<file path="src/rtl/cnt_pkg.sv">
package cnt_pkg;
  // Operation selected for the coming clock edge, in priority order.
  typedef enum logic [1:0] {
    MODE_HOLD  = 2'd0,
    MODE_COUNT = 2'd1,
    MODE_LOAD  = 2'd2,
    MODE_CLEAR = 2'd3
  } cnt_mode_e;
endpackage

</file>
<file path="src/rtl/cnt_mode_dec.sv">
module cnt_mode_dec
  import cnt_pkg::*;
(
  input  logic      clr_n,
  input  logic      load_n,
  input  logic      cnt_en,
  input  logic      carry_en,
  output cnt_mode_e mode
);
  // The clear wins over the load, and the load wins over counting.
  always_comb begin
    if (!clr_n)                   mode = MODE_CLEAR;
    else if (!load_n)             mode = MODE_LOAD;
    else if (cnt_en && carry_en)  mode = MODE_COUNT;
    else                          mode = MODE_HOLD;
  end
endmodule

</file>
<file path="src/rtl/cnt_next.sv">
module cnt_next
  import cnt_pkg::*;
#(
  parameter int WIDTH = 4
) (
  input  cnt_mode_e        mode,
  input  logic [WIDTH-1:0] cur,
  input  logic [WIDTH-1:0] din,
  output logic [WIDTH-1:0] nxt
);
  // Toggle-chain incrementer: a bit flips when every bit below it is one.
  logic [WIDTH:0]   all_low_ones;
  logic [WIDTH-1:0] inc;

  assign all_low_ones[0] = 1'b1;

  for (genvar i = 0; i < WIDTH; i++) begin : g_bit
    assign inc[i]            = cur[i] ^ all_low_ones[i];
    assign all_low_ones[i+1] = all_low_ones[i] & cur[i];
  end

  always_comb begin
    unique case (mode)
      MODE_CLEAR: nxt = '0;
      MODE_LOAD:  nxt = din;
      MODE_COUNT: nxt = inc;
      default:    nxt = cur;
    endcase
  end
endmodule

</file>
<file path="src/rtl/cnt_tc.sv">
module cnt_tc #(
  parameter int WIDTH = 4
) (
  input  logic [WIDTH-1:0] count,
  input  logic             carry_en,
  output logic             carry_out
);
  // Combinational from carry_en so a carry ripples through a cascade.
  assign carry_out = carry_en & (&count);
endmodule

</file>
<file path="src/rtl/presettable_counter.sv">
module presettable_counter
  import cnt_pkg::*;
#(
  parameter int WIDTH = 4
) (
  input  logic             clk,
  input  logic             clr_n,
  input  logic             load_n,
  input  logic             cnt_en,
  input  logic             carry_en,
  input  logic [WIDTH-1:0] din,
  output logic [WIDTH-1:0] count,
  output logic             carry_out
);
  cnt_mode_e        mode;
  logic [WIDTH-1:0] count_q;
  logic [WIDTH-1:0] count_d;

  cnt_mode_dec u_dec (
    .clr_n    (clr_n),
    .load_n   (load_n),
    .cnt_en   (cnt_en),
    .carry_en (carry_en),
    .mode     (mode)
  );

  cnt_next #(.WIDTH(WIDTH)) u_next (
    .mode (mode),
    .cur  (count_q),
    .din  (din),
    .nxt  (count_d)
  );

  // No asynchronous reset: the clear acts only through the edge.
  always_ff @(posedge clk) begin
    count_q <= count_d;
  end

  cnt_tc #(.WIDTH(WIDTH)) u_tc (
    .count     (count_q),
    .carry_en  (carry_en),
    .carry_out (carry_out)
  );

  assign count = count_q;
endmodule

</file>
<file path="config.mk">
export PLATFORM = sky130hd
export DESIGN_NAME = presettable_counter
export DESIGN_NICKNAME = d
export VERILOG_FILES = /design/src/rtl/cnt_pkg.sv /design/src/rtl/cnt_mode_dec.sv /design/src/rtl/cnt_next.sv /design/src/rtl/cnt_tc.sv /design/src/rtl/presettable_counter.sv
export SDC_FILE = /design/constraint.sdc
export NUM_CORES = 1
export LEC_CHECK = 0
export CORE_AREA = 2 2 39 41
export DETAILED_ROUTE_END_ITERATION = 7
export DIE_AREA = 0 0 41 43
export PLACE_DENSITY = 0.51
export SYNTH_ARGS = -nofsm -noshare
export SYNTH_HDL_FRONTEND = slang
export SYNTH_SLANG_ARGS = --single-unit
</file>
<file path="constraint.sdc">
create_clock -name clk -period 1.7 [get_ports clk]
set_input_delay 0.51 -clock clk [delete_from_list [all_inputs] [get_ports clk]]
set_output_delay 0.51 -clock clk [all_outputs]
set_load 0.005 [all_outputs]
</file>
# --- After elaboration in Yosys (flattened, before gate mapping) ---
# Cells that the tools add are included.
# W data, S select, Z words.
classes:
  n_mux: 4
  eq_ne: 3
  bitwise: 7
  n_reduce_logical: 3
op_table:
  columns: ["op", "count"]
  rows:
  - ["$pmux W4 S3", 1]
  - ["$eq A2 B2 Y1 const B", 2]
  - ["$mux W2", 2]
  - ["$reduce_and A4 Y1", 1]
  - ["$and A1 B1 Y1", 3]
  - ["$reduce_bool A3 Y1", 1]
  - ["$xor A1 B1 Y1", 3]
  - ["$eq A2 B1 Y1 const B", 1]
  - ["$logic_and A1 B1 Y1", 1]
  - ["$mux W1", 1]
  - ["$not A1 Y1", 1]
totals:
  reg_bits: 4
  inputBits: 9

# --- Depth between registers and ports, before layout ---
# Gate-level depths: netlist (run 1).
logic_depth:
  ltp_word: 6
  ltp_mapped: 4
  depth_no_buf: 4

# --- Cells and area by module ---
# A second synthesis (run 1) with hierarchy kept.
unflattened:
  hier_cells: 25
  hier_area_um2: 246.5
by_module_without_submodules:
  columns: ["mod", "cells_each", "n_inst", "area_each_um2"]
  rows:
  - ["cnt_next", 15, 1, 141.4]
  - ["presettable_counter", 4, 1, 80.1]
  - ["cnt_mode_dec", 3, 1, 12.5]
  - ["cnt_tc", 3, 1, 12.5]

# --- Worst setup path before layout (run 1) ---
# OpenSTA, ideal clock, no wires.
synth_timing:
  path_type: "register -> output"
  startpoint: "register count_q[0] (netlist: count[0])"
  endpoint: "output carry_out"
  arrival_ps: 772
  required_time_ps: 1190
  path_buffers: 0
  stages_incl_launch_ff: 3
  slack_ps: 418
  path_cell_list: "edfxtp_1 > ha_1 > and4_1"
synth_between:
  elab_chain_cells: 2
synth_lines:
  columns: ["element", "line_no", "source"]
  rows:
  - ["from (decl)", "presettable_counter.sv:16", "logic [WIDTH-1:0] count_q;"]
  - ["from (signal assigned)", "presettable_counter.sv:36", "count_q <= count_d;"]
  - ["$reduce_and A4 Y1", "cnt_tc.sv:9", "assign carry_out = carry_en & (&count);"]
  - ["$and A1 B1 Y1", "cnt_tc.sv:9", null]
  - ["to (decl)", "presettable_counter.sv:13", "output logic carry_out"]
# No other way between the ends.

# --- Worst setup path in the final report (run 1) ---
layout_timing:
  startpoint: "register count_q[3] (netlist: count[3])"
  endpoint: "output count[3]"
layout_rtl:
  columns: ["element", "line_no", "source"]
  rows:
  - ["to (decl)", "presettable_counter.sv:12", "output logic [WIDTH-1:0] count,"]
# No word-level cell between the ends.

==> summary.md, run 1 <==
| Metric | Value |
|---|---|
| Status | `completed` |
| Clock Tree Buf Depth | `2` |
| Nets | `55` |
| Cell variety after synth | `13` |
| Hpwl dp | `between 400 and 500 um` |
| Slew Viols, Final | `0` |
| CTS sink count | `4` |
| Post-synthesis adder-cell area fraction | `about a tenth` |
| Die H | `around 43 um` |
| Pwr/cell area | `692.3 mW/mm^2` |
| Synth Area in Compound Gates | `10.43%` |
| CTS H-tree depth | `1` |
| First-pass GRT wire length | `1055 um` |
| Final core occ | `32.55%` |
| Max Cap Viol | `0` |
| Core area | `roughly 0.0014 mm^2` |
| Metal2 WL | `279 um` |
| Sequential-to-total area share from yosys stat | `45.50%` |
| Path type of the worst setup path | `reg -> out` |
| Post-Synth Simple-Gate Area | `27.01%` |
| WP data required | `1.19 ns` |
| Static Leakage | `between 0.15 and 0.2 nW` |
| Final setup vio count | `0` |
| Wirelength per Cell | `11.34 um` |
| CTS tree | `built` |
| Worst EP arrival | `1.12 ns` |
| DRT iter0 DRCs | `7` |
| Max Fclk | `613.8 MHz` |
| Hold Path Origin | `count[3]` |
| Clk_lat worst skew | `0.24 ns` |
| Share of the synthesized area in the top cell type | `45.50%` |
| Max Used Layer | `met3` |
| Area growth syn-to-layout | `70.62%` |
| Root Driver | `clkbuf_4` |
| Die Width | `41 um` |
| Site Rows | `14` |
| Top post-synthesis cells by area | `edfxtp_1 45%, ha_1 9.5%, a21boi_1 8.5%` |
| Share of cells above drive strength 1 | `21.43%` |
| Setup ws final | `0.07084 ns` |
| Type of origin of the critical path | `flip-flop` |
| M1 WL | `300 um` |
| Initial core utilization | `19.08%` |
| Via-per-instance ratio | `4.483` |
| FF+latch count, synth | `4` |
| Placed inst area | `425.4 um^2` |
| Metal3 WL | `just under 80 um` |
| RSZ-0062 raised after global routing | `no` |
| Synth warn | `0` |
| R2r startpoint | `count[0]` |
| Worst hold path type | `reg -> reg` |
| Multiplexer area fraction after synthesis | `0%` |
| Setup TNS | `0 ns` |
| NetSw | `0.07117 mW` |
| Reg2Reg Setup Slack | `approximately 0.31 ns` |
| Synthesized instance count | `23` |
| Die area | `0.001763 mm^2` |
| CP peak stage delay | `0.51 ns` |
| Dpl ws | `-0.4970 ns` |
| Initial antenna violation count | `0` |
| Final instance area | `450.4 um^2` |
| Number of synthesized flops with an enable pin | `4` |
| DR vias | `between 200 and 300` |
| Crit path max-delay family | `buffers and inverters` |
| Part of the power in combinational logic | `21.0%` |
| Inserted Diodes | `0` |
| Grt ovf | `0` |
| Clock share of power | `39.3%` |
| Net Sw Frac | `22.82%` |
| Crit path buffers/inverters | `1` |
| Hold_buf cts | `0` |
| Slowest stage cell, crit path | `clkdlybuf4s50_1` |
| Worst Hold Path EP | `count[3]` |
| Hold Crit Depth | `2` |
| Aggregate global-route resource usage | `9.073%` |
| Worst-path cell chain | `clkdlybuf4s50_1` |
| Slew margin rel. | `81.91%` |
| Register clock-pin slew on the reported worst setup and hold paths | `0.04 ns` |
| DR pass1 iterations | `4` |
| Largest family of logic cells by synthesized area | `simple AND/OR/NAND/NOR gates` |
| Fin crit share | `95.83%` |
| Final Hold Fails | `0` |
| Flop pwr share | `39.7%` |
| Post-Synth XOR/XNOR Area | `3.318%` |
| R2r endpoint | `count[3]` |
| Gpl congestion | `0.6548` |
| Post-synth ARST share | `0%` |
| Critical path endpoint category | `primary output` |
| Crit path time final | `1.629 ns` |
| Avg Inst Size Synth | `11.48 um^2` |
| Drt drc | `0` |
| # IOs | `14` |
| Reg2reg path depth | `5` |
| Top cells by count, synth | `4 x edfxtp_1, 3 x a21boi_1, 3 x nand2b_1, 3 x nand4_1, 2 x ha_1` |
| Vias in the first global route | `251` |
| Drt total wl | `658 um` |
| PortBufs | `13` |
| Synthesized area | `264.0 um^2` |
| Fin Clk Skew | `about 0.0034 ns` |
| Cell taking the most area after synthesis | `edfxtp_1` |
| Number of flip-flops in the largest register | `4` |
| Critical path peak fanout | `3` |
| Synth Flop Type | `edfxtp_1` |
| Net Count, Synth | `34` |
| Post-DRT Antenna Nets | `0` |
| Count leader, synth | `edfxtp_1` |
| Worst-Margin Slew | `0.2705 ns` |
| VDD IR max | `~0.00020 V` |
| Largest net degree at the start of global routing | `10` |
| Total CTS buffers | `3` |
| Int Power | `0.2407 mW` |
[worst max-delay path by stage]
| stage | cells past startpoint | endpoint | from |
|---|---|---|---|
| final | 1 | count[3] | count[3] |
| after global routing | 1 | count[2] | count[2] |
| after CTS | 3 | carry_out | count[1] |
| after detailed placement | 3 | carry_out | carry_en |
| after global placement | 3 | carry_out | carry_en |
| after floorplan | 2 | carry_out | count[0] |
[layer usage]
| layer | vias to the layer above | GRT usage, % |
|---|---|---|
| met3 | 0 | 2.094 |
| met5 | - | 0 |
| met4 | 0 | 8.000 |
| met2 | 16 | 12.50 |
| li1 | 129 | - |
| met1 | 115 | 11.07 |
[area by class of cell]
cell class | count | area [um^2]
flip-flops and latches | 4 | 120.1
multi-input cells | 18 | 135.1
well taps | 16 | 20.02
clock buffers | 3 | 22.52
fillers | 152 | 933.4
repair buffers | 17 | 152.6
[power groups by stage]
stage	Sequential (mW)	Combinational [mW]	Clock [mW]
after floorplan	0.126	0.0199	0
after global placement	0.125	0.0666	0
after detailed placement	0.125	0.0668	0
after CTS	0.124	0.0665	0.131
after global routing	0.125	0.0729	0.139
final	0.124	0.0655	0.123
[through the flow]
step                      cells  power, mW  hold slack, ns
after global placement       54     0.1912          0.7163
after floorplan              23     0.1456          0.6766
after CTS                    58     0.3211          0.7765
final                        58     0.3118          0.7461
after detailed placement     54     0.1920          0.7569
after global routing         58     0.3369          0.8319
[cells in the final DEF (no fill, tap or decap), drive strengths merged]
cell and count:
a21boi 3, and4 1, buf 4, clkbuf 4, clkdlybuf4s50 10, dlygate4sd2 2
edfxtp 4, ha 2, nand2 1, nand2b 3, nand3 1, nand3b 1
nand4 3, nand4b 1, o21ai 1, xnor2 1
[kinds of logic after synthesis]
family	after synthesis
xor+xnor	1
compound gates	4
flops	4
buf+inv	1
simple gates	11
fa+ha+maj	2
[timing repair]
item | CTS | global route
pin swaps | 1 | 1
resized for setup | 5 | 1
endpoints found under the setup margin | 2 | 1
setup buffers | 1 | 0
(Power assumes the default switching activity.)
==> run 2: changes to the inputs <==
- CTS_CLUSTER_DIAMETER: not set -> 80
==> results of run 2 <==
Same layout as run 1: the final DEF is identical, and so are final timing and power.
==> run 3: changes to the inputs <==
--- a/config.mk
+++ b/config.mk
@@ -12,2 +12,3 @@
 export PLACE_DENSITY = 0.51
+export SLEW_MARGIN = 15
 export SYNTH_ARGS = -nofsm -noshare
--- a/constraint.sdc
+++ b/constraint.sdc
@@ -3,2 +3,2 @@
 set_output_delay 0.51 -clock clk [all_outputs]
-set_load 0.005 [all_outputs]
+set_load 0.1 [all_outputs]
==> summary.md, run 3 (same netlist as run 1, synthesis figures left out) <==
| Metric | Value |
|---|---|
| Status | `completed` |
| Final Hold Fails | `0` |
| Drt total wl | `559 um` |
| # IOs | `14` |
| Worst-path cell chain | `ha_2 > and4_4 > buf_12` |
| Final setup vio count | `0` |
| Commonest non-fill, non-tap cells in the layout | `7 x clkdlybuf4s50_1, 5 x buf_12, 4 x edfxtp_1, 4 x buf_4` |
| Drt drc | `0` |
| WP data required | `1.19 ns` |
| DR pass1 iterations | `4` |
| Core area | `between 0.001 and 0.0015 mm^2` |
| Post-DRT Antenna Nets | `0` |
| Inserted Diodes | `0` |
| VDD IR max | `between 0.0003 and 0.0004 V` |
| Largest net degree at the start of global routing | `10` |
| Worst-Margin Slew | `0.2559 ns` |
| Via-per-instance ratio | `4.448` |
| Die area | `0.001763 mm^2` |
| PortBufs | `13` |
| Clk_lat worst skew | `between 0.2 and 0.25 ns` |
| Site Rows | `14` |
| Root Driver | `clkbuf_4` |
| CTS H-tree depth | `1` |
| Area growth syn-to-layout | `92.89%` |
| CTS sink count | `4` |
| CP peak stage delay | `0.35 ns` |
| Placed inst area | `462.9 um^2` |
| Critical path launch point | `count[1]` |
| Register clock-pin slew on the reported worst setup and hold paths | `0.04 ns` |
| Pwr/cell area | `763.0 mW/mm^2` |
| Setup ws final | `0.04490 ns` |
| R2r startpoint | `count[0]` |
| Wirelength per Cell | `9.638 um` |
| Worst hold path type | `reg -> reg` |
| Slew margin rel. | `between 80 and 90%` |
| Share of cells above drive strength 1 | `approximately a third` |
| First-pass GRT wire length | `938 um` |
| Aggregate global-route resource usage | `about 8.9%` |
| Critical path peak fanout | `2` |
| Gpl congestion | `about 0.71` |
| Initial antenna violation count | `0` |
| Initial core utilization | `a little under a fifth` |
| Max Fclk | `604.2 MHz` |
| Crit path buffers/inverters | `1` |
| Nets | `55` |
| Path type of the worst setup path | `reg -> out` |
| Slowest stage cell, crit path | `edfxtp_1` |
| Number of flip-flops in the largest register | `4` |
| Vias in the first global route | `approximately 270` |
| Final instance area | `509.2 um^2` |
| Die H | `43 um` |
| Max Cap Viol | `0` |
| Grt ovf | `0` |
| DR vias | `approximately 260` |
| DRT iter0 DRCs | `8` |
| CTS tree | `built` |
| Slew Viols, Final | `0` |
| Dpl ws | `-0.2223 ns` |
| Crit path max-delay family | `flip-flops` |
| RSZ-0062 raised after global routing | `yes` |
| Total CTS buffers | `3` |
| Crit path time final | `roughly 1.7 ns` |
| Filler cells | `133` |
| Register Area | `roughly 120 um^2` |
| Most common cell after layout, fill and taps aside | `clkdlybuf4s50_1` |
| Static Leakage | `0.2018 nW` |
| Type of origin of the critical path | `flip-flop` |
| Area of the multi-input gates | `137.6 um^2` |
| Clock Tree Buf Depth | `2` |
| Fin crit share | `97.36%` |
| Hold Path Origin | `count[3]` |
| Hold_buf cts | `0` |
| Worst EP arrival | `approximately 1.2 ns` |
| Die Width | `41 um` |
| Fin Clk Skew | `0.005221 ns` |
| Critical path endpoint category | `primary output` |
-- run 3: worst paths after layout --
check,slack (ns),end,cells after the start
max,0.04,carry_out,3
min,0.79,count[3],2
max reg2reg,0.32,count[3],5
min reg2reg,0.79,count[3],2
-- run 3: what timing repair did --
item | 4_1_cts | 5_1_grt
pin swaps | 2 | 2
endpoints found under the setup margin | 1 | 1
hold endpoints to repair | 0 | 0
gates resized for setup | 2 | 0
buffers inserted | 3 | 0
-- run 3: layout make-up --
cell class / instances / share of cell area, %
Multi-Input combinational cell: 18 / 27.03
Clock buffer: 3 / 4.423
Sequential cell: 4 / 23.59
Timing Repair Buffer: 17 / 41.03
Tap cell: 16 / 3.931
-- run 3: worst register-to-register path, cell delays in order, from the launching register on --
cell	delay (ns)
edfxtp_1	0.38
ha_2	0.20
buf_4	0.12
ha_1	0.18
xnor2_1	0.14
o21ai_0	0.10
-- run 3: per-layer routing --
metal	GRT usage (%)	vias up	wire, um
li1	-	129	-
met1	8.143	112	208
met2	12.19	15	287
met3	3.141	2	41
met4	12.00	0	22
met5	0	-	0
-- run 3: per-stage QoR --
step | setup TNS, ns | power [mW] | std cells | utilization, % | hold slack (ns)
2_1_floorplan | -0.7338 | 0.2029 | 23 | - | 0.7278
3_5_place_dp | -0.2223 | 0.2644 | 52 | 33.45 | 0.7686
6_report | 0 | 0.3885 | 58 | 36.80 | 0.7856
4_1_cts | -0.0007107 | 0.3930 | 58 | 36.80 | 0.7936
3_3_place_gp | -0.2041 | 0.2640 | 52 | 33.45 | 0.7529
5_1_grt | -0.005968 | 0.4086 | 58 | 36.80 | 0.8398
-- run 3: where the power goes --
part | total (mW) | switching [mW] | internal (mW)
registers | 0.126 | 0.00737 | 0.119
clock network | 0.120 | 0.0408 | 0.0791
logic | 0.143 | 0.0805 | 0.0622
